[src/rtl/spi_byte_pkg.sv]
package spi_byte_pkg;

  // register offsets; the control/status bit positions below are decoded by software
  localparam int REG_AW = 3;

  typedef enum logic [REG_AW-1:0] {
    RA_MODE = 3'd0,
    RA_RXD  = 3'd1,
    RA_TXD  = 3'd2,
    RA_CTRL = 3'd3,
    RA_STAT = 3'd4,
    RA_DIV  = 3'd6
  } reg_addr_e;

  // mode byte, bit 4 down to bit 0
  typedef struct packed {
    logic lead_sample;  // sample on leading edge (inverse of CPHA)
    logic enable;       // port enable
    logic lsb_first;    // bit order
    logic idle_high;    // SCK idle level (CPOL)
    logic loopback;     // receive from own MOSI
  } mode_t;

  localparam int MODE_W         = $bits(mode_t);
  localparam int CTRL_GO_BIT    = 0;
  localparam int STAT_READY_BIT = 0;
  localparam int STAT_BUSY_BIT  = 1;

endpackage

[src/rtl/spi_byte_clkgen.sv]
module spi_byte_clkgen #(
  parameter int DIV_W = 8
) (
  input  logic             clk,
  input  logic             rst,
  input  logic             run,
  input  logic [DIV_W-1:0] div,
  output logic             tick
);
  localparam int CW = DIV_W + 1;

  logic [CW-1:0] cnt;
  logic [CW-1:0] half_m1;

  // half period is 2*(div+1) clocks, terminal count 2*div+1
  assign half_m1 = {div, 1'b1};
  assign tick    = run && (cnt == half_m1);

  always_ff @(posedge clk) begin
    if (rst || !run) begin
      cnt <= '0;
    end else if (tick) begin
      cnt <= '0;
    end else begin
      cnt <= cnt + CW'(1);
    end
  end
endmodule

[src/rtl/spi_byte_shift.sv]
module spi_byte_shift
  import spi_byte_pkg::*;
#(
  parameter int DATA_W = 8
) (
  input  logic              clk,
  input  logic              rst,
  input  logic              start,
  input  logic              tick,
  input  logic [DATA_W-1:0] tx_byte,
  input  mode_t             mode,
  input  logic              miso,
  output logic              sck,
  output logic              mosi,
  output logic              run,
  output logic              fin,
  output logic [DATA_W-1:0] rx_byte
);
  localparam int IW = (DATA_W > 1) ? $clog2(DATA_W) : 1;
  localparam int EW = $clog2(2 * DATA_W);
  localparam logic [EW-1:0] LAST_EDGE = EW'(2 * DATA_W - 1);
  localparam logic [IW-1:0] LAST_BIT  = IW'(DATA_W - 1);

  logic [EW-1:0]     edge_cnt;
  logic [IW-1:0]     idx;
  logic [DATA_W-1:0] txb;
  logic [DATA_W-1:0] rxb;
  logic              sck_q;
  logic              mosi_q;
  logic              run_q;
  logic              fin_q;
  logic              bit_in;

  function automatic logic pick(input logic [DATA_W-1:0] b, input int unsigned i,
                                input logic lsb);
    return lsb ? b[i] : b[DATA_W-1-i];
  endfunction

  function automatic int unsigned slot(input int unsigned i, input logic lsb);
    return lsb ? i : (DATA_W - 1 - i);
  endfunction

  assign bit_in = mode.loopback ? mosi_q : miso;

  always_ff @(posedge clk) begin
    if (rst) begin
      edge_cnt <= '0;
      idx      <= '0;
      txb      <= '0;
      rxb      <= '0;
      sck_q    <= 1'b0;
      mosi_q   <= 1'b0;
      run_q    <= 1'b0;
      fin_q    <= 1'b0;
    end else begin
      fin_q <= 1'b0;
      if (!run_q) begin
        sck_q <= mode.idle_high;
        if (!mode.enable) begin
          mosi_q <= 1'b0;
        end
        if (start) begin
          run_q    <= 1'b1;
          txb      <= tx_byte;
          edge_cnt <= '0;
          idx      <= '0;
          mosi_q   <= pick(tx_byte, 0, mode.lsb_first);
        end
      end else if (tick) begin
        sck_q    <= ~sck_q;
        edge_cnt <= edge_cnt + EW'(1);
        if (!edge_cnt[0]) begin
          // leading edge
          if (mode.lead_sample) begin
            rxb[slot(idx, mode.lsb_first)] <= bit_in;
          end else begin
            mosi_q <= pick(txb, idx, mode.lsb_first);
          end
        end else begin
          // trailing edge
          if (mode.lead_sample) begin
            if (idx != LAST_BIT) begin
              mosi_q <= pick(txb, idx + 1, mode.lsb_first);
            end
          end else begin
            rxb[slot(idx, mode.lsb_first)] <= bit_in;
          end
          idx <= idx + IW'(1);
          if (edge_cnt == LAST_EDGE) begin
            run_q <= 1'b0;
            fin_q <= 1'b1;
          end
        end
      end
    end
  end

  assign sck     = sck_q;
  assign mosi    = mosi_q;
  assign run     = run_q;
  assign fin     = fin_q;
  assign rx_byte = rxb;
endmodule

[src/rtl/spi_byte_regs.sv]
module spi_byte_regs
  import spi_byte_pkg::*;
#(
  parameter int DATA_W = 8,
  parameter int DIV_W  = 8
) (
  input  logic              clk,
  input  logic              rst,
  input  logic [REG_AW-1:0] bus_addr,
  input  logic              bus_wr,
  input  logic [DATA_W-1:0] bus_wdata,
  input  logic              bus_rd,
  input  logic              rd_rx,
  input  logic              xfer_fin,
  input  logic [DATA_W-1:0] shift_rx,
  output mode_t             mode_q,
  output logic [DATA_W-1:0] tx_q,
  output logic [DIV_W-1:0]  div_q,
  output logic              busy_q,
  output logic              ready_q,
  output logic              irq_q,
  output logic              start,
  output logic [DATA_W-1:0] bus_rdata
);
  logic [DATA_W-1:0] rx_q;
  logic [DATA_W-1:0] rd_mux;
  logic [1:0]        stat;

  assign start = bus_wr && (bus_addr == RA_CTRL) && bus_wdata[CTRL_GO_BIT]
                 && mode_q.enable && !busy_q;

  always_comb begin
    stat                 = '0;
    stat[STAT_BUSY_BIT]  = busy_q;
    stat[STAT_READY_BIT] = ready_q;
  end

  always_comb begin
    case (bus_addr)
      RA_MODE: rd_mux = DATA_W'(mode_q);
      RA_RXD:  rd_mux = rx_q;
      RA_TXD:  rd_mux = tx_q;
      RA_STAT: rd_mux = DATA_W'(stat);
      RA_DIV:  rd_mux = DATA_W'(div_q);
      default: rd_mux = '0;
    endcase
  end

  always_ff @(posedge clk) begin
    if (rst) begin
      mode_q    <= '0;
      tx_q      <= '0;
      div_q     <= '0;
      rx_q      <= '0;
      busy_q    <= 1'b0;
      ready_q   <= 1'b0;
      irq_q     <= 1'b0;
      bus_rdata <= '0;
    end else begin
      if (bus_wr) begin
        case (bus_addr)
          RA_MODE: mode_q <= mode_t'(bus_wdata[MODE_W-1:0]);
          RA_TXD:  tx_q   <= bus_wdata;
          RA_DIV:  div_q  <= bus_wdata[DIV_W-1:0];
          default: ;
        endcase
      end
      if (bus_rd) begin
        bus_rdata <= rd_mux;
      end
      if (start) begin
        busy_q <= 1'b1;
      end else if (xfer_fin) begin
        busy_q <= 1'b0;
      end
      if (xfer_fin) begin
        rx_q <= shift_rx;
      end
      // completion outranks a clearing read in the same clock
      if (xfer_fin) begin
        ready_q <= 1'b1;
        irq_q   <= 1'b1;
      end else if (rd_rx) begin
        ready_q <= 1'b0;
        irq_q   <= 1'b0;
      end
    end
  end
endmodule

[src/rtl/spi_byte_master.sv]
module spi_byte_master
  import spi_byte_pkg::*;
#(
  parameter int DATA_W = 8,
  parameter int DIV_W  = 8
) (
  input  logic              clk,
  input  logic              rst,
  input  logic [REG_AW-1:0] bus_addr,
  input  logic              bus_wr,
  input  logic [DATA_W-1:0] bus_wdata,
  input  logic              bus_rd,
  output logic [DATA_W-1:0] bus_rdata,
  output logic              spi_sck,
  output logic              spi_mosi,
  input  logic              spi_miso,
  output logic              irq
);
  mode_t             mode_q;
  logic [DATA_W-1:0] tx_q;
  logic [DIV_W-1:0]  div_q;
  logic [DATA_W-1:0] shift_rx;
  logic              busy;
  logic              ready;
  logic              start;
  logic              run;
  logic              fin;
  logic              tick;
  logic              rd_rx;

  assign rd_rx = bus_rd && (bus_addr == RA_RXD);

  spi_byte_regs #(.DATA_W(DATA_W), .DIV_W(DIV_W)) regs_i (
    .clk(clk), .rst(rst), .bus_addr(bus_addr), .bus_wr(bus_wr),
    .bus_wdata(bus_wdata), .bus_rd(bus_rd), .rd_rx(rd_rx),
    .xfer_fin(fin), .shift_rx(shift_rx), .mode_q(mode_q), .tx_q(tx_q),
    .div_q(div_q), .busy_q(busy), .ready_q(ready), .irq_q(irq),
    .start(start), .bus_rdata(bus_rdata)
  );

  spi_byte_clkgen #(.DIV_W(DIV_W)) clkgen_i (
    .clk(clk), .rst(rst), .run(run), .div(div_q), .tick(tick)
  );

  spi_byte_shift #(.DATA_W(DATA_W)) shift_i (
    .clk(clk), .rst(rst), .start(start), .tick(tick), .tx_byte(tx_q),
    .mode(mode_q), .miso(spi_miso), .sck(spi_sck), .mosi(spi_mosi),
    .run(run), .fin(fin), .rx_byte(shift_rx)
  );
endmodule

[config.mk]
export PLATFORM = sky130hd
export DESIGN_NAME = spi_byte_master
export DESIGN_NICKNAME = d
export VERILOG_FILES = /design/src/rtl/spi_byte_pkg.sv /design/src/rtl/spi_byte_clkgen.sv /design/src/rtl/spi_byte_shift.sv /design/src/rtl/spi_byte_regs.sv /design/src/rtl/spi_byte_master.sv
export SDC_FILE = /design/constraint.sdc
export NUM_CORES = 1
export LEC_CHECK = 0
export ABC_AREA = 0
export CORE_ASPECT_RATIO = 1.75
export CORE_MARGIN = 2
export CORE_UTILIZATION = 38
export CTS_CLUSTER_DIAMETER = 30
export CTS_CLUSTER_SIZE = 8
export DETAILED_ROUTE_END_ITERATION = 7
export SLEW_MARGIN = 10
export SYNTH_ARGS = -nofsm -noshare
export SYNTH_HDL_FRONTEND = slang
export SYNTH_SLANG_ARGS = --single-unit
[constraint.sdc]
create_clock -name clk -period 2.23 [get_ports clk]
set_input_delay 0.446 -clock clk [delete_from_list [all_inputs] [get_ports clk]]
set_output_delay 0.446 -clock clk [all_outputs]
set_load 0.03 [all_outputs]
==> After elaboration in Yosys (flattened, before gate mapping) <==
Index checks and enable logic that the tools add are counted.
W data, S select, Z words.
{ "op_classes": {"n_reduce_logical": 25, "bitwise_logic": 4, "n_addsub": 6, "muxes": 47, "n_lt_le_gt_ge": 6, "n_eq_ne": 15} }
{ "ops": {"columns": ["cell", "n"], "rows": [
  ["$lt A32 B4 Y1 const B", 4],
  ["$pmux W8 S5", 1],
  ["$ge A32 B1 Y1 const B", 1],
  ["$mux W32", 1],
  ["$sub A3 B32 Y32 const A", 1],
  ["$mux W1", 29],
  ["$mux W8", 3],
  ["$bmux W1 S3", 4],
  ["$mux W3", 4],
  ["$mux W4", 3],
  ["$reduce_and A2 Y1", 5],
  ["$add A9 B1 Y9 const B", 1],
  ["$eq A9 B9 Y1", 1],
  ["$ne A3 B3 Y1 const B", 3],
  ["$bwmux W8", 1],
  ["$reduce_bool A2 Y1", 4],
  ["$logic_and A1 B1 Y1", 7],
  ["$eq A3 B2 Y1 const B", 2],
  ["$eq A3 B3 Y1 const B", 2],
  ["$ne A3 B2 Y1 const B", 2],
  ["$reduce_and A5 Y1", 1],
  ["$add A3 B1 Y4 const B", 1],
  ["$add A4 B1 Y4 const B", 1],
  ["$eq A4 B4 Y1 const B", 1],
  ["15 further kinds", 20]
]} }
{ "totals": {"reg_bits": 75, "out_inout_bits": 11, "inputBits": 16, "word_cells": 123} }

==> Logic depth before layout (Yosys ltp) <==
{ "depth": {"ltp_word": 10, "ltp_mapped": 8, "mapped_depth_nobuf": 6} }

==> Cells and area by module <==
A second synthesis with hierarchy kept.
{ "unflattened": {"hier_cells": 416, "hier_area_um2": 3776.1} }
{ "by_module_without_submodules": {"columns": ["mod", "cells_each", "seq_area_each_um2", "instances", "area_each_um2"], "rows": [
  ["spi_byte_regs", 186, 780.7, 1, 1756.7],
  ["spi_byte_shift", 178, 540.5, 1, 1540.2],
  ["spi_byte_clkgen", 51, 180.2, 1, 466.7],
  ["spi_byte_master", 1, 0.0, 1, 12.5]
]} }

==> Worst setup path after synthesis <==
No wires, ideal clock.
{ "synth_path": {"kind": "reg-to-reg", "from": "register shift_i.idx[0]", "to": "register shift_i.mosi_q (netlist: shift_i.mosi)", "t_required_ns": 2.139, "t_arrival_ns": 1.913, "setup_ns": 0.091, "setup_slack_ns": 0.226, "path_buffers": 1, "stages_incl_launch_ff": 8, "cell_sequence": "dfxtp_1 > ha_1 > ha_1 > clkbuf_1 > nor4bb_1 > nor4_1 > a311o_1 > a311oi_1"} }
{ "synth_between": {"elab_chain_cells": 10, "word_cells_on_any_way": 22, "classes_between": "add/sub (3); eq/ne (2); mux (16); reduce/logical (1)"} }
{ "synth_lines": {"columns": ["item", "line_no", "text"], "rows": [
  ["start: declaration", "spi_byte_shift.sv:25", "logic [IW-1:0] idx;"],
  ["start signal: assignment", "spi_byte_shift.sv:88", "idx <= idx + IW'(1);"],
  ["$add A3 B1 Y4", "spi_byte_shift.sv:83", "mosi_q <= pick(txb, idx + 1, mode.lsb_first);"],
  ["$sub A3 B32 Y32", "spi_byte_shift.sv:36", "return lsb ? b[i] : b[DATA_W-1-i];"],
  ["$bmux W1 S3", "spi_byte_shift.sv:36", null],
  ["$mux W1 (not written as such)", "spi_byte_shift.sv:36", null],
  ["$mux W1", "spi_byte_shift.sv:36", null],
  ["$mux W1", "spi_byte_shift.sv:82", "if (idx != LAST_BIT) begin"],
  ["$mux W1", "spi_byte_shift.sv:81", "if (mode.lead_sample) begin"],
  ["$mux W1", "spi_byte_shift.sv:72", "if (!edge_cnt[0]) begin"],
  ["$mux W1", "spi_byte_shift.sv:69", "end else if (tick) begin"],
  ["$mux W1", "spi_byte_shift.sv:57", "if (!run_q) begin"],
  ["end signal: assignment", "spi_byte_shift.sv:67", "mosi_q <= pick(tx_byte, 0, mode.lsb_first);"],
  ["end signal: assignment", "spi_byte_shift.sv:77", "mosi_q <= pick(txb, idx, mode.lsb_first);"],
  ["end signal: assignment", "spi_byte_shift.sv:83", null],
  ["end: declaration", "spi_byte_shift.sv:29", "logic mosi_q;"]
]} }
Parallel ways exist; a longest one is shown, timed or not. The select of a mux whose other input is x is not followed.
A chain may end at the register's enable or synchronous reset.

==> Final worst setup path <==
Ends and elaborated chain as after synthesis.

==> impl_metrics.yaml <==
grt:
  grt_pass1_wl_mm: 15.61
  grt_max_degree: 29
  grtUsageMet3_pct: 2.933
  globalRoute.totalOverflow: 0
  antenna_found_initial: 0
  grtUsageTotal_pct: 19.16
  grt_pass1_vias: 3094
  grt-busiest-layer: "met2"
  met2_usage_pct: 34.84
  use_met1_pct: 20.48
pwr:
  p_int_mw: 2.467
  p_comb_share_pct: 5.3
  power_density_mw_per_mm2: 683.6
  fin_total_pwr_mw: 3.128
  p_switching_mw: 0.6606
  pwr-share-seq_pct: 43.7
  ir_drop_mv: 0.4596
  p_leak_nw: 1.559
  switching_share_pct: 21.12
  clockPowerShare_pct: 51.0
floorplanning:
  rows: 48
  die_w_um: 79.27
  ios: 27
  core_area_mm2: 0.009729
  dieHeight_um: 135.7
  die_area_mm2: 0.01076
  start_util_pct: 38.72
clocking:
  cts_setup_buffers: 0
  cts_max_level: 3
  cts_buffers: 9
  cts_tree: "done"
  clkTransAtPathRegs_ns: 0.06
  clock_sinks: 75
  cts_root_buffer: "clkbuf_16"
  clk_latency_ns: 0.34
  clock_path_buffers: 2
setup_path:
  arrival_ns: 2.33
  crit_path_top_delay_cell: "a311o_1"
  cp_max_fo: 6
  r2r_start: "shift_i.idx[0]"
  ff2ff_path_depth: 6
  regToRegEndpoint: "shift_i.mosi"
  ff2ff_setup_slack_ns: 0.14
  worstPathCellList: "ha_2 -> ha_1 -> nor4bb_1 -> nor4_1 -> a311o_1 -> a311oi_1"
  worst_setup_path_start_kind: "flop"
  required_ns: 2.47
  critical_path.max_stage_delay_ns: 0.41
  endpoint_kind: "flop"
  criticalPathCategory: "flop to flop"
timing:
  fin_worst_skew_ns: 0.008118
  hold_viol: 0
  setup_viol: 0
  whs_ns: 0.4762
  rsz0062_at_grt: "no"
  finalCriticalPeriod_ns: 2.087
  fmax_mhz: 479.2
  slew_headroom_pct: 63.19
  post-route-period-util_pct: 93.58
  finalMaxSlewViolations: 0
  setup_tns_ns: 0
  worst_pin_slew_ns: 0.5514
synth:
  synth_commonest_cells: "dfxtp_1, mux2i_1, nor2_1, nand2_1, a21oi_1"
  ys_types: 54
  syn_area_mm2: 0.003767
  synth_edf_count: 0
  async_flop_share_pct: 0
  synth-main-ff-cell: "dfxtp_1"
  yosysTopAreaCell: "dfxtp_1"
  yosysMostFrequentCell: "dfxtp_1"
  yosysSeqAreaShare_pct: 39.85
  ys_warn_count: 0
  yosys-top-cells-area: "dfxtp_1, mux2i_1, nor2_1"
  syn-num-nets: 440
  ys_ff_latch: 75
  synth_top_area_share_pct: 39.85
  syn_avg_cell_area_um2: 9.013
  netlist_instances: 418
place:
  dp_cells: 565
  dpl.hpwl_mm: 7.436
  io_buffers: 26
  routabilityCongestion: 0.8624
routing:
  drc_errors: 0
  routed_wirelength_mm: 9.764
  viasPerCell: 5.269
  wire_per_inst_um: 16.81
  vias: 3061
  postRouteAntennaNets: 0
  drt_iter0_drc: 137
  dr.pass1.iters: 4
status:
  status: "finished, final reports clean"
final_layout:
  num-nets-final: 473
  drive_above_1_share_pct: 12.72
  antenna_cells: 0
  fin_util_pct: 47.03
  final_cells: 581
  syn2layout_area_growth_pct: 21.45
min_path:
  hold_depth: 2
  holdPathEnd: "shift_i.rx_byte[5]"
  min-delay-start: "shift_i.rx_byte[5]"
  hold_class: "flop to flop"
flow_run:
  maxCapViolations: 0
cell type report:
type	instances	area (µm²)
Sequential cell	75	1501
Multi-Input combinational cell	308	2111
Timing Repair Buffer	51	455.4
Clock inverter	4	72.57
Clock buffer	12	256.5
Fill cell	947	5154
Inverter	6	22.52
Tap cell	125	156.4
per-layer routing:
metal	routed length, µm	share of wire, %	vias to the layer above
li1	-	-	1543
met1	3841	39	1453
met2	5277	54	41
met3	204	2.1	24
met4	441	4.5	0
met5	0	0	-
power groups by stage:
stage / sequential (mW) / combinational [mW] / clock, mW
after global routing: 1.37 / 0.181 / 1.67
after global placement: 1.40 / 0.165 / 0
after detailed placement: 1.40 / 0.166 / 0
after CTS: 1.37 / 0.167 / 1.62
after floorplan: 1.40 / 0.0842 / 0
final: 1.37 / 0.166 / 1.59
logic make-up after synthesis:
kind of cell             Yosys count  share of synthesized area (%)
AND/OR/NAND/NOR                  160                          21.52
adder cells (fa/ha/maj)            6                          1.993
flip-flops                        75                          39.85
AO/OA/AOI/OAI                     59                          10.16
XOR/XNOR                          19                          4.417
multiplexers                      64                          17.73
buffers and inverters             35                          4.317
how the worst max path moves through the flow:
stage	from	endpoint	cells past startpoint
global route	shift_i.idx[0]	shift_i.mosi	6
detailed placement	bus_addr[0]	shift_i.mosi	5
finish	shift_i.idx[0]	shift_i.mosi	6
CTS	shift_i.idx[0]	shift_i.mosi	6
global placement	bus_addr[0]	shift_i.mosi	5
floorplan	shift_i.idx[0]	shift_i.mosi	7
flip-flops by register name (all words and copies together) (netlist names):
signal and cells:
regs_i.div_q 8, shift_i.run 1, regs_i.rx_q 8, shift_i.fin 1, clkgen_i.cnt 9, shift_i.idx 3, regs_i.ready_q 1, shift_i.rx_byte 8
regs_i.busy_q 1, shift_i.txb 8, shift_i.edge_cnt 4, regs_i.mode_q 5, shift_i.sck 1, regs_i.bus_rdata 8, shift_i.mosi 1, regs_i.tx_q 8
critical path, delay by kind of cell (launching register included):
| family | cells | cell delay, ns |
|---|---|---|
| adders and majority gates | 2 | 0.54 |
| DFF | 1 | 0.33 |
| AOI/OAI and AO/OA | 2 | 0.66 |
| and+or+nand+nor | 2 | 0.47 |
stage by stage:
stage,instance area (µm²),setup WS (ns)
after floorplan,3767,0.2261
after global placement,4244,0.04988
after detailed placement,4244,0.04179
after CTS,4573,0.07916
after global routing,4576,0.02950
final,4576,0.1431
what timing repair did:
item,in CTS,in global routing
resized for setup,0,1
setup endpoints to repair,0,1
hold buffers,0,0
cell usage in the layout, fill, tap and decap left out, types with 9 or more instances in the layout:
cell type / netlist / final
a21oi_1: 24 / 24
nor4_1: 10 / 10
nand2_1: 28 / 28
nor2_1: 59 / 59
o21ai_0: 9 / 9
clkdlybuf4s50_1: 0 / 25
clkbuf_16: 0 / 9
xnor2_1: 11 / 11
dfxtp_1: 75 / 75
mux2i_1: 60 / 60
buf_4: 0 / 24
Power figures use the tool's default switching activity.
